**src/rtl/prio_irq_ctrl.sv**
```systemverilog
module prio_irq_ctrl #(
  parameter int NUM_IRQ = 24,
  parameter int PW = 3,
  localparam int IDW = (NUM_IRQ > 1) ? $clog2(NUM_IRQ) : 1
) (
  input  logic               clk,
  input  logic               rst_n,
  input  logic [NUM_IRQ-1:0] irq_in,
  input  logic               cfg_we,
  input  logic [IDW-1:0]     cfg_idx,
  input  logic               cfg_en,
  input  logic               cfg_level,
  input  logic [PW-1:0]      cfg_prio,
  output logic               req_valid,
  output logic [IDW-1:0]     req_id,
  output logic [PW-1:0]      req_prio,
  output logic [7:0]         req_exc,
  input  logic               ack,
  input  logic               done,
  input  logic [IDW-1:0]     done_id
);

  if (NUM_IRQ < 1 || NUM_IRQ > 240) begin : g_bad_cfg
    $error("NUM_IRQ must lie between 1 and 240");
  end

  logic [NUM_IRQ-1:0]    line_q, pend_q, en_q, lvl_q, act_q;
  logic [NUM_IRQ*PW-1:0] prio_q;

  logic [NUM_IRQ-1:0] rise, pend, elig, ack_set, done_clr;
  logic               win_v;
  logic [IDW-1:0]     win_id;
  logic [PW-1:0]      win_p;

  assign rise = irq_in & ~line_q;
  assign pend = (lvl_q & line_q) | (~lvl_q & pend_q);
  assign elig = pend & en_q & ~act_q;

  always_comb begin
    win_v  = 1'b0;
    win_id = '0;
    win_p  = '0;
    for (int i = 0; i < NUM_IRQ; i++) begin
      if (elig[i] && (!win_v || prio_q[i*PW +: PW] < win_p)) begin
        win_v  = 1'b1;
        win_id = IDW'(i);
        win_p  = prio_q[i*PW +: PW];
      end
    end
  end

  assign ack_set  = (ack && win_v) ? (NUM_IRQ'(1) << win_id) : '0;
  assign done_clr = done ? (NUM_IRQ'(1) << done_id) : '0;

  always_ff @(posedge clk or negedge rst_n) begin
    if (!rst_n) begin
      line_q <= '0;
      pend_q <= '0;
      en_q   <= '0;
      lvl_q  <= '0;
      act_q  <= '0;
      prio_q <= '0;
    end else begin
      line_q <= irq_in;
      pend_q <= (pend_q & ~ack_set) | (rise & ~lvl_q);
      act_q  <= (act_q & ~done_clr) | ack_set;
      if (cfg_we && int'(cfg_idx) < NUM_IRQ) begin
        en_q[cfg_idx]  <= cfg_en;
        lvl_q[cfg_idx] <= cfg_level;
        prio_q[int'(cfg_idx)*PW +: PW] <= cfg_prio;
        if (cfg_level) pend_q[cfg_idx] <= 1'b0;
      end
    end
  end

  assign req_valid = win_v;
  assign req_id    = win_id;
  assign req_prio  = win_p;
  assign req_exc   = 8'(win_id) + 8'd16;

endmodule

```
**config.mk**
```make
export PLATFORM = sky130hd
export DESIGN_NAME = prio_irq_ctrl
export DESIGN_NICKNAME = d
export VERILOG_FILES = /design/src/rtl/prio_irq_ctrl.sv
export SDC_FILE = /design/constraint.sdc
export NUM_CORES = 1
export LEC_CHECK = 0
export ABC_AREA = 1
export CORE_UTILIZATION = 59
export CTS_CLUSTER_DIAMETER = 120
export DETAILED_ROUTE_END_ITERATION = 8
export GPL_ROUTABILITY_DRIVEN = 0
export PLACE_DENSITY = 0.79
export SLEW_MARGIN = 20
export SYNTH_ARGS = -nofsm -noshare
export SYNTH_HDL_FRONTEND = slang
export SYNTH_SLANG_ARGS = --single-unit
export TNS_END_PERCENT = 100
```
**constraint.sdc**
```tcl
create_clock -name clk -period 27.4 [get_ports clk]
set_clock_uncertainty 0.1 [all_clocks]
set_input_delay 2.74 -clock clk [delete_from_list [all_inputs] [get_ports clk]]
set_output_delay 2.74 -clock clk [all_outputs]
set_load 0.01 [all_outputs]
```
==> parameters.txt, run 1 <==
Parameter                              Value

Run status
  Run status ... complete, no violations

Timing
  Worst slew pin tran ... around 1100 ps
  Final Hold Vio Count ... 0
  Endpoints failing setup ... 0
  Period minus WS final ... between 20000 and 30000 ps
  Relative slew slack ... between 20 and 30%
  Fmax ... just under 40 MHz
  Final critical-path share of the clock period ... just over 90%
  Total count of max-transition violations in the final report ... 0

Yosys
  Commonest cells post-synth ... sky130_fd_sc_hd__nand2_1, sky130_fd_sc_hd__inv_1, sky130_fd_sc_hd__dfrtp_1
  Distinct cells, synth ... between 40 and 50
  Post-synth EDFFs ... 0
  Area share of the largest cell type after synthesis ... around 42%
  Proportion of synthesized chip area in sequential cells ... 42.2%
  Post-Syn Instances ... 1541
  #FFs+latches synth ... around 190
  Most instantiated library cell after synthesis ... sky130_fd_sc_hd__nand2_1
  Avg Inst Size Synth ... around 7.4 µm²
  Area contributors post-synth ... sky130_fd_sc_hd__dfrtp_1, sky130_fd_sc_hd__nand2_1, sky130_fd_sc_hd__inv_1
  Yosys warning count ... 0
  Post-synthesis async set-or-reset flop share ... between 90% and 100%
  Mapped cell area ... 11400 µm²
  Cell accounting for the most synthesized area ... sky130_fd_sc_hd__dfrtp_1
  Dominant synthesized flop cell ... sky130_fd_sc_hd__dfrtp_1

Clocking
  Hold buffer count at CTS ... 0
  Clock sink total ... 192
  Clk_lat worst skew ... 440 ps
  TritonCTS clock tree ... built
  TritonCTS buffer count ... 17
  H-tree level count ... 4
  Worst-path clk slew ... about 70 ps
  Root buf cell ... sky130_fd_sc_hd__clkbuf_16
  Max Buffers Root-to-Sink ... 2
  Quantity of gates resized following cts ... 0
  Number of setup buffers added after CTS ... 0

Critical path
  Worst Setup Path Type ... flip-flop to output port
  Worst Path Max Fanout ... 20
  Data required, critical path ... between 20000 and 25000 ps
  Type of element capturing the critical path ... output port
  Library cell appearing most often on the critical path ... sky130_fd_sc_hd__nand2_1
  Number of buffer and inverter stages on the critical path ... 20
  Max incr delay on CP ... 580 ps
  Arr. time, crit path ... between 20000 and 25000 ps
  Element type at the critical path start ... flip-flop
  CP delay by family, top ... simple AND/OR/NAND/NOR gates
  Worst-path cell with the longest stage delay ... sky130_fd_sc_hd__clkdlybuf4s50_1

Final layout
  Post-layout net count ... 1687
  Number of fill cells in the layout ... 1586
  Area growth from synthesis to layout ... 12.7%
  Count of antenna diodes in the layout ... 0
  Final instance area ... 12800 µm²
  Fraction of layout instances using a drive strength above 1 ... approximately 9.7%
  Area of combinational cells with multiple inputs ... around 5500 µm²
  Sequential cell area ... a little under 5000 µm²

Floorplanning
  Placement Rows ... 50
  Starting utilization of the core area ... about 60%
  Number of top-level pins ... 61
  Die W ... 141 µm
  CORE AREA ... 18800 µm²
  Die outline height ... approximately 140 µm
  Area of the die ... 19800 µm²

Global routing
  All-layer global routing usage ... 31.3%
  Global-route wire length before repair ... 48000 µm
  Vias in the first global route ... 9761
  Largest net degree at the start of global routing ... between 100 and 150
  Antenna violations before repair ... 0
  Sum of overflow across all layers after global routing ... 0

Drt
  Avg WL per Cell ... around 16 µm
  Total Routed Length ... about 30000 µm
  First drt pass iteration count ... 6
  Average vias per placed instance ... 5.52
  Number of DRC markers after the initial detailed-route iteration ... between 800 and 900
  DRT antenna net count ... 0
  DRC violation count after routing ... 0
  Via Count ... just over 10000

Hold path
  Worst min-delay path class ... flip-flop to flip-flop

Placed design
  Port bufs ... 58
  Placed Instance Area ... 12200 µm²
  Total half-perimeter wirelength after legalization and detailed placement ... between 20000 and 25000 µm

Run
  Max_cap viols ... 0
[layer usage]
| metal | up-vias | wire length, µm | GRT usage [%] |
|---|---|---|---|
| met5 | - | 0 | 0 |
| li1 | 5080 | - | - |
| met4 | 0 | 763 | 11.3 |
| met1 | 4875 | 13000 | 41.8 |
| met3 | 57 | 1920 | 3.57 |
| met2 | 365 | 14300 | 53.0 |
[sequential cells by signal (all words and copies together) (netlist names)]
signal and cells:
prio_q 72, act_q 24, en_q 24, line_q 24
lvl_q 24, pend_q 24
[cell type report]
class	instances	area share, %
repair buffers	66	5.01
clock buffers	21	3.67
well taps	260	2.54
multi-input cells	1082	42.9
clock inverters	11	0.917
inverters	249	7.54
flip-flops and latches	192	37.5
[worst paths after layout]
check                           cells past startpoint                endpoint                    from  slack [ps]
worst min register to register                      2  prio_q[12]$_DFFE_PN0P_  prio_q[12]$_DFFE_PN0P_         390
worst min-delay path                                2  prio_q[12]$_DFFE_PN0P_  prio_q[12]$_DFFE_PN0P_         390
worst max-delay path                              187             req_prio[2]      act_q[0]$_DFF_PN0_        2160
worst max register to register                    187    pend_q[17]$_DFF_PN0_      act_q[0]$_DFF_PN0_        5220
max in group asynchronous                           2  prio_q[52]$_DFFE_PN0P_                   rst_n       23660
min in group asynchronous                           1    lvl_q[5]$_DFFE_PN0P_                   rst_n        2280
[kinds of logic (layout without fill, tap and decap cells)]
group | Yosys count | count (layout) | synth area share [%]
AND/OR/NAND/NOR | 759 | 759 | 29.8
XOR/XNOR | 1 | 1 | 0.0770
flip-flops | 192 | 192 | 42.2
other | 1 | 2 | 0.0330
buffers and inverters | 268 | 347 | 9.87
AO/OA/AOI/OAI | 283 | 283 | 14.0
adder cells (fa/ha/maj) | 35 | 35 | 3.85
multiplexers | 2 | 2 | 0.198
[stage by stage]
| step | cells | TNS, ps | hold slack [ps] | utilization [%] | worst slack [ps] |
|---|---|---|---|---|---|
| after floorplan | 1542 | 0 | 350 | - | 3920 |
| after global routing | 1881 | -119 | 409 | 68.1 | -58.2 |
| after CTS | 1881 | 0 | 394 | 67.9 | 40.2 |
| final | 1881 | 0 | 389 | 68.1 | 2160 |
| after global placement | 1849 | 0 | 369 | 64.8 | 1590 |
| after detailed placement | 1849 | 0 | 375 | 64.8 | 672 |
[layout by cell type (no fill, tap or decap), types with 4 or more instances in the layout]
cell type,synthesis,routed
sky130_fd_sc_hd__a21oi_1,54,54
sky130_fd_sc_hd__nand2_1,383,383
sky130_fd_sc_hd__o211ai_1,4,4
sky130_fd_sc_hd__o21ai_1,23,44
sky130_fd_sc_hd__nor4_1,11,11
sky130_fd_sc_hd__inv_6,1,4
sky130_fd_sc_hd__inv_2,11,11
sky130_fd_sc_hd__dfrtp_1,192,192
sky130_fd_sc_hd__ha_1,35,35
sky130_fd_sc_hd__a22oi_1,4,4
sky130_fd_sc_hd__clkbuf_8,0,4
sky130_fd_sc_hd__inv_1,220,220
sky130_fd_sc_hd__buf_4,7,7
sky130_fd_sc_hd__nand4_1,8,8
sky130_fd_sc_hd__clkdlybuf4s50_1,0,56
sky130_fd_sc_hd__nand2_4,8,8
sky130_fd_sc_hd__a2111oi_0,7,5
sky130_fd_sc_hd__o21ai_0,154,125
sky130_fd_sc_hd__o21ai_2,0,8
sky130_fd_sc_hd__clkbuf_16,0,17
sky130_fd_sc_hd__nand3_1,101,101
sky130_fd_sc_hd__clkinv_1,15,15
sky130_fd_sc_hd__o21bai_1,21,21
sky130_fd_sc_hd__o22ai_1,4,4
sky130_fd_sc_hd__or2_2,11,11
sky130_fd_sc_hd__nand2_2,57,56
sky130_fd_sc_hd__nand4_2,4,4
sky130_fd_sc_hd__nor3_1,15,15
sky130_fd_sc_hd__nor2_1,153,153
[worst register-to-register path: cells and delay by family (launching register included)]
family                     cells  cell delay, ps
adders and majority gates     23            6210
and+or+nand+nor              115            9660
AOI/OAI and AO/OA             31            4770
DFF                            1             410
buffers and inverters         18             910
Power of run 1 is left out: the tool's default activity adds up to more than one toggle a clock period on the data nets, which glitch-free logic cannot reach.
==> run 2: changes to the inputs <==
ABC_AREA = unset   (was 1)
PLACE_DENSITY = 0.78   (was 0.79)
==> run 2 against run 1 <==
Net effect: the run now ends with negative setup slack left; hold slack gained 21 ps; first-iteration DRC count grew 97%; critical path depth shrank 21; worst setup slack lost 6900 ps; sequential cell count is the same; count of clock-buffer cells in the layout shrank 3; synthesized area grew 9.0%.
==> parameters.txt, run 2 <==
Parameter                              Value

Critical path
  Number of buffer and inverter stages on the critical path ... 25 (+25%)
  Internal reg-to-reg setup slack ... -1910 ps (-7130 ps)
  Arr. time, crit path ... 29280 ps (+6880 ps)
  Element type at the critical path start ... flip-flop
  Data required, critical path ... 24560 ps (about the same)
  Logic depth of the worst register-to-register path ... 168 (-10%)
  Origin of the critical flop-to-flop path ... lvl_q[0]$_DFFE_PN0P_
  Max incr delay on CP ... 560 ps (-20 ps)
  CP delay by family, top ... compound AO/OA/AOI/OAI gates
  Capturing point of the worst reg2reg path ... pend_q[1]$_DFF_PN0_
  Type of element capturing the critical path ... output port
  Worst-path cell with the longest stage delay ... sky130_fd_sc_hd__or4_4
  Worst Setup Path Type ... flip-flop to output port
  Worst Path Max Fanout ... 5 (-75%)

Placed design
  Total half-perimeter wirelength after legalization and detailed placement ... 27900 µm (+27%)
  Port bufs ... 58 (unchanged)
  Placed Instance Area ... 15400 µm² (+26%)

Yosys
  #FFs+latches synth ... 192 (unchanged)
  Avg Inst Size Synth ... 9.51 µm² (+29%)
  Post-synthesis async set-or-reset flop share ... 100% (unchanged)
  Mapped cell area ... 12400 µm² (+9.0%)
  Post-Syn Instances ... 1304 (-15%)
  Area contributors post-synth ... sky130_fd_sc_hd__dfrtp_1, sky130_fd_sc_hd__mux2_2, sky130_fd_sc_hd__nand2_1
  Cell accounting for the most synthesized area ... sky130_fd_sc_hd__dfrtp_1
  Yosys warning count ... 0 (unchanged)
  Most instantiated library cell after synthesis ... sky130_fd_sc_hd__dfrtp_1
  Post-synth EDFFs ... 0 (unchanged)
  Dominant synthesized flop cell ... sky130_fd_sc_hd__dfrtp_1
  Distinct cells, synth ... 105 (+120%)
  Commonest cells post-synth ... sky130_fd_sc_hd__dfrtp_1, sky130_fd_sc_hd__nand2_1, sky130_fd_sc_hd__mux2_2
  Proportion of synthesized chip area in sequential cells ... 38.7% (-3.5 points)
  Area share of the largest cell type after synthesis ... 38.7% (-3.5 points)

Global routing
  Antenna violations before repair ... 0 (unchanged)
  Largest net degree at the start of global routing ... 113 (+1.8%)
  Vias in the first global route ... 12800 (+31%)
  All-layer global routing usage ... 38.9% (+7.6 points)
  Global-route wire length before repair ... 65700 µm (+37%)
  Sum of overflow across all layers after global routing ... 0 (unchanged)

Timing
  Period minus WS final ... 32120 ps (+6880 ps)
  Worst slew pin tran ... 1130 ps (+75.5 ps)
  Unrepaired setup endpoints after global routing ... yes
  Endpoints failing setup ... 62 (+62)
  Fmax ... 31.1 MHz (-21%)
  Total count of max-transition violations in the final report ... 0 (unchanged)
  Final critical-path share of the clock period ... 117% (+25 points)
  Relative slew slack ... 24.4% (-4.6 points)
  Worst Slack Setup Final ... -4720 ps (-6880 ps)
  Final Hold Vio Count ... 0 (unchanged)

Run status
  Violations in the final reports ... negative setup slack
  Run status ... finished, violations left

Floorplanning
  Die W ... 147 µm (+4.4%)
  Area of the die ... 21600 µm² (+8.9%)
  Starting utilization of the core area ... 60.7% (+0.30 points)
  CORE AREA ... 20400 µm² (+8.5%)
  Placement Rows ... 52 (+4.0%)
  Number of top-level pins ... 61 (unchanged)
  Die outline height ... 147 µm (+4.4%)

Run
  Max_cap viols ... 0 (unchanged)

Final layout
  Most frequent standard cell in the layout excluding fill and tap cells ... sky130_fd_sc_hd__buf_4
  Final instance area ... 17600 µm² (+37%)
  Area growth from synthesis to layout ... 41.5%
  Highest-count cells in the layout ignoring fill and taps ... sky130_fd_sc_hd__buf_4, sky130_fd_sc_hd__dfrtp_1, sky130_fd_sc_hd__nand2_1
  Utilization after layout ... 85.9% (+18 points)
  Count of antenna diodes in the layout ... 0 (unchanged)
  Fraction of layout instances using a drive strength above 1 ... 43.7% (+34 points)
  Number of fill cells in the layout ... 949 (-40%)
  Post-layout net count ... 1787 (+5.9%)
  Register with the highest flop count ... prio_q
  Number of flip-flops in the largest register ... 72 (unchanged)

Hold path
  Worst min-delay path class ... flip-flop to flip-flop
  Worst hold path startpoint ... en_q[20]$_DFFE_PN0P_
  Worst min-delay path endpoint ... en_q[20]$_DFFE_PN0P_
  Number of stages on the worst hold path ... 2 (unchanged)

Drt
  Total Routed Length ... 49100 µm (+64%)
  Avg WL per Cell ... 24.6 µm (+55%)
  Number of DRC markers after the initial detailed-route iteration ... 1675 (+97%)
  DRC violation count after routing ... 0 (unchanged)
  First drt pass iteration count ... 6 (unchanged)
  Via Count ... 13700 (+32%)
  Average vias per placed instance ... 6.87 (+24%)
  DRT antenna net count ... 0 (unchanged)

Clocking
  H-tree level count ... 4 (unchanged)
  Max Buffers Root-to-Sink ... 2 (unchanged)
  Root buf cell ... sky130_fd_sc_hd__clkbuf_16
  Clock sink total ... 192 (unchanged)
  Worst-path clk slew ... 70 ps (about the same)
  Hold buffer count at CTS ... 0 (unchanged)
  TritonCTS buffer count ... 17 (unchanged)
  Clk_lat worst skew ... 450 ps (about the same)
  TritonCTS clock tree ... built
-- run 2: cell count changes after synthesis, sizes merged, moves of 67 or more --
cell   before  now
o21ai     177  110
nand2     448  128
nand3     104   27
nor2      155   87
inv       232   66
mux2        2  117
-- run 2: metrics by stage --
step	setup TNS (ps)	instances	setup slack (ps)	hold WS [ps]
global route	-208760	1991	-5700	416
global placement	-32130	1829	-2340	356
floorplan	-37470	1305	-2600	338
detailed placement	-63850	1829	-3270	360
finish	-149550	1991	-4720	410
CTS	-38660	1944	-2840	403
-- run 2: area by class of cell --
cell class	count	area (µm²)	area share, %
clock buffer	18	429	2.44
multi-input combinational	1013	8220	46.8
sequential	192	4800	27.4
clock inverter	14	156	0.891
tap	270	338	1.92
timing repair buffer	418	3360	19.2
inverter	66	250	1.43
-- run 2: cell families after synthesis --
logic type	count (synthesis)	synth area share (%)
compound gates	387	22.9
xor+xnor	3	0.212
simple gates	437	17.9
fa+ha+maj	38	3.77
mux	146	13.1
other cells	1	0.0302
flops	192	38.7
buf+inv	100	3.35
-- run 2: worst min-delay path: stages (launching register included) --
cell	delay [ps]
sky130_fd_sc_hd__dfrtp_1	360
sky130_fd_sc_hd__nand2_1	50
sky130_fd_sc_hd__nand2_1	60
-- run 2: worst max-delay path by stage --
stage | from | to | slack (ps) | cells past startpoint
global placement | lvl_q[0]$_DFFE_PN0P_ | req_prio[0] | -2340 | 161
finish | lvl_q[0]$_DFFE_PN0P_ | req_exc[3] | -4720 | 166
CTS | lvl_q[0]$_DFFE_PN0P_ | req_id[4] | -2840 | 166
detailed placement | lvl_q[0]$_DFFE_PN0P_ | req_prio[0] | -3270 | 164
floorplan | lvl_q[0]$_DFFE_PN0P_ | req_id[3] | -2600 | 166
global route | lvl_q[0]$_DFFE_PN0P_ | req_id[4] | -5700 | 166
-- run 2: routing by layer --
metal,routed length (µm),GRT usage (%),up-vias
li1,-,-,5648
met1,17400,49.7,6514
met2,22900,65.0,1120
met3,5280,5.75,390
met4,3510,18.7,0
met5,0,0,-
-- run 2: timing repair --
item / 4_1_cts / 5_1_grt
gates resized for setup: 114 / 105
pin swaps: 60 / 67
setup buffers: 83 / 46
setup endpoints to repair: 62 / 62
Power of run 2 is left out for the same reason.
